File: config.mk
export PLATFORM = sky130hd
export DESIGN_NAME = seg_xlat_unit
export DESIGN_NICKNAME = d
export VERILOG_FILES = /design/src/rtl/seg_xlat_pkg.sv /design/src/rtl/seg_regfile.sv /design/src/rtl/seg_zone_decode.sv /design/src/rtl/seg_adder.sv /design/src/rtl/seg_xlat_unit.sv
export SDC_FILE = /design/constraint.sdc
export NUM_CORES = 1
export LEC_CHECK = 0
export ABC_AREA = 1
export CORE_AREA = 2 2 97 99
export CTS_BUF_LIST = sky130_fd_sc_hd__clkbuf_16
export CTS_CLUSTER_DIAMETER = 200
export DETAILED_ROUTE_END_ITERATION = 8
export DIE_AREA = 0 0 99 101
export DONT_BUFFER_PORTS = 1
export PLACE_DENSITY = 0.47
export RECOVER_POWER = 25
export SLEW_MARGIN = 20
export SYNTH_ARGS = -nofsm -noshare
export SYNTH_HDL_FRONTEND = slang
export SYNTH_HIERARCHICAL = 1
export SYNTH_SLANG_ARGS = --single-unit
File: constraint.sdc
create_clock -name clk -period 2.55 [get_ports clk]
set_input_delay 0.1275 -clock clk [delete_from_list [all_inputs] [get_ports clk]]
set_output_delay 0.1275 -clock clk [all_outputs]
set_load 0.005 [all_outputs]
File: src/rtl/seg_xlat_pkg.sv
package seg_xlat_pkg;

  typedef enum logic [1:0] {
    ZONE_ROOT = 2'd0,
    ZONE_A    = 2'd1,
    ZONE_B    = 2'd2,
    ZONE_C    = 2'd3
  } zone_e;

  localparam logic [1:0] CFG_SIZE  = 2'd0;
  localparam logic [1:0] CFG_SEG_A = 2'd1;
  localparam logic [1:0] CFG_SEG_B = 2'd2;
  localparam logic [1:0] CFG_SEG_C = 2'd3;

endpackage

File: src/rtl/seg_regfile.sv
module seg_regfile #(
  parameter int SEG_W   = 8,
  parameter int BND_W   = 4,
  parameter int NUM_SEG = 3,
  parameter int SEL_W   = $clog2(NUM_SEG + 1)
) (
  input  logic                            clk,
  input  logic                            rst,
  input  logic                            cfg_we,
  input  logic [SEL_W-1:0]                cfg_sel,
  input  logic [SEG_W-1:0]                cfg_wdata,
  output logic [BND_W-1:0]                bnd_lo,
  output logic [BND_W-1:0]                bnd_hi,
  output logic [NUM_SEG-1:0][SEG_W-1:0]   seg_q
);

  localparam int SIZE_W = 2 * BND_W;

  logic [SIZE_W-1:0] size_q;

  // size register: low field is the lower boundary, high field the upper
  always_ff @(posedge clk) begin
    if (rst) begin
      size_q <= '0;
    end else if (cfg_we && cfg_sel == SEL_W'(0)) begin
      size_q <= cfg_wdata[SIZE_W-1:0];
    end
  end

  assign bnd_lo = size_q[BND_W-1:0];
  assign bnd_hi = size_q[SIZE_W-1:BND_W];

  for (genvar g = 0; g < NUM_SEG; g++) begin : g_seg
    always_ff @(posedge clk) begin
      if (rst) begin
        seg_q[g] <= '0;
      end else if (cfg_we && cfg_sel == SEL_W'(g + 1)) begin
        seg_q[g] <= cfg_wdata;
      end
    end

    // a selected write lands one edge later
    p_seg_write_r6: assert property (@(posedge clk) disable iff (rst)
      (cfg_we && cfg_sel == SEL_W'(g + 1)) |=> (seg_q[g] == $past(cfg_wdata)));

    // an unselected register keeps its value
    p_seg_hold_r6: assert property (@(posedge clk) disable iff (rst)
      !(cfg_we && cfg_sel == SEL_W'(g + 1)) |=> $stable(seg_q[g]));
  end

  // size register written only when selected
  p_size_hold_r6: assert property (@(posedge clk) disable iff (rst)
    !(cfg_we && cfg_sel == SEL_W'(0)) |=> $stable(size_q));

  // reset clears every register
  p_reset_clear_r8: assert property (@(posedge clk)
    rst |=> (size_q == '0 && seg_q == '0));

endmodule

File: src/rtl/seg_zone_decode.sv
module seg_zone_decode
  import seg_xlat_pkg::*;
#(
  parameter int              NIB_W   = 4,
  parameter logic [NIB_W-1:0] TOP_NIB = 4'hE
) (
  input  logic [NIB_W-1:0] nib,
  input  logic [NIB_W-1:0] bnd_lo,
  input  logic [NIB_W-1:0] bnd_hi,
  output zone_e            zone
);

  // ascending test: the first boundary the nibble sits below wins
  always_comb begin
    if (nib < bnd_lo) begin
      zone = ZONE_ROOT;
    end else if (nib < bnd_hi) begin
      zone = ZONE_A;
    end else if (nib < TOP_NIB) begin
      zone = ZONE_B;
    end else begin
      zone = ZONE_C;
    end
  end

endmodule

File: src/rtl/seg_adder.sv
module seg_adder #(
  parameter int LA_W  = 16,
  parameter int OFF_W = 12,
  parameter int SEG_W = 8
) (
  input  logic [LA_W-1:0]        log_addr,
  input  logic [SEG_W-1:0]       seg,
  output logic [SEG_W+OFF_W-1:0] phys
);

  localparam int NIB_W = LA_W - OFF_W;

  logic [SEG_W-1:0] nib_ext;
  logic [SEG_W-1:0] hi_sum;

  assign nib_ext = {{(SEG_W - NIB_W){1'b0}}, log_addr[LA_W-1:OFF_W]};
  assign hi_sum  = nib_ext + seg;   // carry past the top bit is dropped
  assign phys    = {hi_sum, log_addr[OFF_W-1:0]};

endmodule

File: src/rtl/seg_xlat_unit.sv
module seg_xlat_unit
  import seg_xlat_pkg::*;
#(
  parameter int LA_W    = 16,
  parameter int OFF_W   = 12,
  parameter int SEG_W   = 8,
  parameter int PA_W    = SEG_W + OFF_W,
  parameter int NUM_SEG = 3,
  parameter int SEL_W   = $clog2(NUM_SEG + 1)
) (
  input  logic             clk,
  input  logic             rst,
  input  logic             cfg_we,
  input  logic [SEL_W-1:0] cfg_sel,
  input  logic [SEG_W-1:0] cfg_wdata,
  input  logic [LA_W-1:0]  log_addr,
  input  logic             bypass_en,
  input  logic [PA_W-1:0]  bypass_addr,
  output logic [PA_W-1:0]  phys_addr
);

  localparam int               NIB_W   = LA_W - OFF_W;
  localparam logic [NIB_W-1:0] TOP_NIB = NIB_W'(14);

  logic [NIB_W-1:0]              bnd_lo;
  logic [NIB_W-1:0]              bnd_hi;
  logic [NUM_SEG-1:0][SEG_W-1:0] seg_q;
  logic [NIB_W-1:0]              nib;
  zone_e                         zone;
  logic [SEG_W-1:0]              seg_pick;
  logic [PA_W-1:0]               xlat;

  assign nib = log_addr[LA_W-1:OFF_W];

  seg_regfile #(
    .SEG_W  (SEG_W),
    .BND_W  (NIB_W),
    .NUM_SEG(NUM_SEG),
    .SEL_W  (SEL_W)
  ) u_regs (
    .clk      (clk),
    .rst      (rst),
    .cfg_we   (cfg_we),
    .cfg_sel  (cfg_sel),
    .cfg_wdata(cfg_wdata),
    .bnd_lo   (bnd_lo),
    .bnd_hi   (bnd_hi),
    .seg_q    (seg_q)
  );

  seg_zone_decode #(
    .NIB_W  (NIB_W),
    .TOP_NIB(TOP_NIB)
  ) u_decode (
    .nib   (nib),
    .bnd_lo(bnd_lo),
    .bnd_hi(bnd_hi),
    .zone  (zone)
  );

  always_comb begin
    case (zone)
      ZONE_A:  seg_pick = seg_q[0];
      ZONE_B:  seg_pick = seg_q[1];
      ZONE_C:  seg_pick = seg_q[NUM_SEG-1];
      default: seg_pick = '0;   // root: identity
    endcase
  end

  seg_adder #(
    .LA_W (LA_W),
    .OFF_W(OFF_W),
    .SEG_W(SEG_W)
  ) u_add (
    .log_addr(log_addr),
    .seg     (seg_pick),
    .phys    (xlat)
  );

  assign phys_addr = bypass_en ? bypass_addr : xlat;

  // page offset passes through
  p_offset_pass_r1: assert property (@(posedge clk) disable iff (rst)
    !bypass_en |-> (phys_addr[OFF_W-1:0] == log_addr[OFF_W-1:0]));

  // below the lower boundary the mapping is the identity
  p_root_ident_r4: assert property (@(posedge clk) disable iff (rst)
    (!bypass_en && nib < bnd_lo) |-> (phys_addr == PA_W'(log_addr)));

  // with both boundaries at or under the fixed one, the top granules use zone C
  p_top_zone_r3: assert property (@(posedge clk) disable iff (rst)
    (!bypass_en && nib >= TOP_NIB && bnd_lo <= TOP_NIB && bnd_hi <= TOP_NIB)
      |-> (phys_addr[PA_W-1:OFF_W] == SEG_W'(SEG_W'(nib) + seg_q[NUM_SEG-1])));

  // bypass drives the supplied address
  p_bypass_r7: assert property (@(posedge clk) disable iff (rst)
    bypass_en |-> (phys_addr == bypass_addr));

endmodule

==> out/qor_table.md <==
| Parameter | This run | Unit |
|---|---|---|
| Result of the run | finished, violations left | - |
| Failing checks | negative setup slack | - |
| Count of yosys warnings during synthesis | 6 | - |
| Share of final-layout standard cells stronger than drive strength 1 | 0.262 | - |
| Power Dens Cells | 484 | nW/um^2 |
| Series of cell instances along the critical path | inv_2 -> ha_4 -> nand2_1 -> nand2_1 -> a21oi_2 -> a21oi_2 -> buf_6 -> inv_6 -> buf_4 -> nand3_2 -> nand3_2 -> ha_4 -> nand2_2 -> o21ai_4 -> xor2_1 -> inv_1 -> o21ai_2 | - |
| Initial antenna violation count | 0 | - |
| CTS buffer count | 5 | - |
| CP Max Fanout | 5 | - |
| Area leader, netlist | sky130_fd_sc_hd__dfxtp_1 | - |
| Met3 global-route usage | 0.0243 | - |
| Setup violations, final | 7 | - |
| Vias per inst | 4.31 | - |
| R2r startpoint | u_regs/seg_q[0] | - |
| Delay of the slowest critical-path stage | 0.35 | ns |
| Area share of the leading cell type in the synthesized netlist | 0.261 | - |
| Final WS setup | -0.190 | ns |
| Sort of element at the start of the critical path | flop | - |
| CTS HTree Levels | 2 | - |
| Actual slew at the worst max-slew pin | 1.03 | ns |
| CTS Buffer Depth | 2 | - |
| Port bufs | 0 | - |
| Termination of the worst setup path | phys_addr[16] | - |
| Placer congestion estimate | 0.811 | - |
| Max Clk Rate | 0.365 | GHz |
| Area of placed instances | 2500 | um^2 |
| Flops & latches, synth | 32 | - |
| Estimated wirelength of the detail-placed design | 4.29 | mm |
| Site Rows | 35 | - |
| Design internal power | 1.06 | mW |
| Number of distinct library cells after synthesis | 27 | - |
| Clock power frac | 0.367 | - |
| Comb pwr share | 0.263 | - |
| Max-slew headroom at the worst pin | 0.311 | - |
| Total DRC errors in the routed layout | 0 | - |
| Global-route track usage on met1 | 0.168 | - |
| Critical path required time | 2.42 | ns |
| Number of global-route vias before repair | 2,061 | - |
| Switching share of power | 0.284 | - |
| Gr ovfl total | 0 | - |
| Initial core utilization | 0.273 | - |
| Routed vias | 2,254 | - |
| Cell type of the slowest stage on the worst timing path | sky130_fd_sc_hd__dfxtp_2 | - |
| Global-route layer with the greatest usage | met2 | - |
| Leakage power figure | 1.52 | nW |
| Final critical-path share of the clock period | 1.07 | - |
| HP Start | cfg_wdata[5] | - |
| Leading cell type in the layout, fill and taps excluded | sky130_fd_sc_hd__nand2_1 | - |
| Switching component of the power | 422 | uW |
| Share of power burned in registers | 0.369 | - |
| Critical path endpoint category | primary output | - |
| Number of top-level pins | 70 | - |
| Final clock skew | 0 | ns |
| Sink Count | 32 | - |
| IR drop worst, VDD | 322 | uV |
| Unrepaired setup endpoints after global routing | yes | - |
| Clk slew on worst S/H paths | 0.05 | ns |
| Post-synthesis net count | 462 | - |
| N_diodes | 0 | - |
| Synthesized area | 2450 | um^2 |
| Signal arrival time at the worst endpoint | 2.61 | ns |
| Iter 0 DRT Violations | 73 | - |
| Count of max-cap constraint violations | 0 | - |
| Global-route wire length before repair | 9.89 | mm |
| Clock insertion delay at the later pin of the skew report | 0.27 | ns |
| Commonest non-fill, non-tap cells in the layout | sky130_fd_sc_hd__nand2_1 (92), sky130_fd_sc_hd__inv_1 (62), sky130_fd_sc_hd__nor2_1 (57) | - |
| Die height | 101 | um |
| Root cell of the clock tree | sky130_fd_sc_hd__clkbuf_16 | - |
| Reg-to-Reg End | u_regs/seg_q[0] | - |
| Number of endpoints with negative hold slack in the final report | 0 | - |
| Number of inserted filler cells in the final layout | 973 | - |
| Startpoint-to-endpoint class of the critical path | flop to primary output | - |
| Beginning of the critical path | u_regs/size_q[1] | - |
| Hold/Removal Path Class | primary input to flop | - |
| GRT Total Usage | 0.124 | - |
| DRT antenna net count | 0 | - |
| Placeable core region | 8980 | um^2 |
| Final WL | 6.17 | mm |
| Final min period | 2.74 | ns |
| Clock tree from TritonCTS | yes | - |
| Mapped Avg Cell Area | 6.12 | um^2 |
| Global-route met2 utilization | 0.199 | - |
| Gate count of the mapped netlist | 401 | - |
| DRT Pass-1 Iters | 4 | - |
| Growth of design area from synthesis to finish | 25.1 | % |
| Final design area excluding fillers | 3070 | um^2 |
| Final layout net count | 473 | - |
| Slew Limit Fails | 0 | - |
| Number of cells traversed by the worst register-to-register path | 4 | - |
| Average wire length per cell after detail routing | 11.8 | um |
| Largest net degree at the start of global routing | 41 | - |
| Setup slack on the worst flop-to-flop path | 1.79 | ns |
| Leading post-synthesis cells by cell area | sky130_fd_sc_hd__dfxtp_1 (26%), sky130_fd_sc_hd__nand2_1 (15%), sky130_fd_sc_hd__inv_1 (11%), sky130_fd_sc_hd__nand3_1 (9.0%), sky130_fd_sc_hd__nor2_1 (8.7%) | - |
| Full die area | 10000 | um^2 |
| Horizontal die dimension | 99 | um |
| Share of synthesized area occupied by flip-flops and latches | 0.261 | - |
| Final standard cell utilization of the core | 0.342 | - |
cells by family (layout without fill, tap and decap cells):
family,Yosys count,after routing,share of synthesized area
AOI/OAI and AO/OA,36,36,0.0760
adders and majority gates,11,11,0.0592
DFF,32,32,0.261
and+or+nand+nor,213,213,0.383
xor gates and xnor gates,3,3,0.0107
buffers and inverters,106,117,0.210
cell usage after synthesis, drive strengths merged:
library cell	instances
nand3b	1
o21ai	22
xnor2	2
or2	1
dfxtp	32
ha	10
buf	28
a21oi	13
nand3	48
a21o	1
nand2	103
inv	77
xor2	1
clkbuf	1
nand4	1
nor2	59
fa	1
through the flow:
stage	total power [mW]	hold WS (ns)	setup slack, ns	std cells	TNS (ns)
CTS	1.46	0.00500	-0.296	522	-1.34
global placement	0.837	0.265	-0.0702	501	-0.363
finish	1.49	0.00483	-0.190	523	-0.912
global route	1.58	0.0111	-0.364	523	-2.00
detailed placement	0.841	0.271	-0.132	501	-0.648
floorplan	0.793	0.262	0.0249	401	0
how the worst min path moves through the flow:
| stage | endpoint | slack (ns) | depth (start not counted) |
|---|---|---|---|
| finish | u_regs/seg_q[21] | 0.005 | 2 |
| global route | u_regs/seg_q[14] | 0.01 | 2 |
| CTS | u_regs/seg_q[14] | 0.005 | 2 |
| detailed placement | u_regs/seg_q[22] | 0.27 | 2 |
| global placement | u_regs/seg_q[19] | 0.26 | 2 |
| floorplan | u_regs/seg_q[0] | 0.26 | 2 |
routing by layer:
layer / share of wire / vias to the layer above
met1: 0.48 / 958
met5: 0 / -
met2: 0.46 / 67
li1: - / 1225
met3: 0.051 / 4
met4: 0.013 / 0
what timing repair did:
| action | CTS | global route |
|---|---|---|
| gates resized for setup | 46 | 30 |
| hold buffers | 8 | 0 |
| endpoints found under the hold margin | 21 | 0 |
| setup buffers | 6 | 0 |
| gates cloned | 0 | 1 |
| pin swaps | 27 | 17 |
| endpoints found under the setup margin | 7 | 7 |
state kept, by name, indices dropped and copies added, names as in the netlist:
name and flops:
u_regs/seg_q 24, u_regs/size_q 8
power groups by stage:
stage | logic, mW | clock network (mW) | registers (mW)
after global routing | 0.442 | 0.585 | 0.550
after floorplan | 0.246 | 0 | 0.547
after detailed placement | 0.285 | 0 | 0.555
final | 0.391 | 0.546 | 0.548
after CTS | 0.351 | 0.561 | 0.547
after global placement | 0.281 | 0 | 0.556
final cells by class:
| class | instances | area, um^2 | area share |
|---|---|---|---|
| Multi-Input combinational cell | 263 | 1570 | 0.511 |
| Sequential cell | 32 | 648 | 0.211 |
| Inverter | 77 | 297 | 0.0967 |
| Timing Repair Buffer | 33 | 284 | 0.0926 |
| Tap cell | 111 | 139 | 0.0453 |
| Clock buffer | 5 | 125 | 0.0408 |
| Clock inverter | 2 | 7.51 | 0.00245 |
critical path, delay by kind of cell, from the launching register on:
kind,cells,cell delay (ns)
XOR/XNOR,1,0.16
AND/OR/NAND/NOR,5,0.36
flip-flops,1,0.35
adder cells (fa/ha/maj),2,0.57
AO/OA/AOI/OAI,4,0.46
buffers and inverters,5,0.44
No activity file was read; power rests on OpenSTA's default activity.
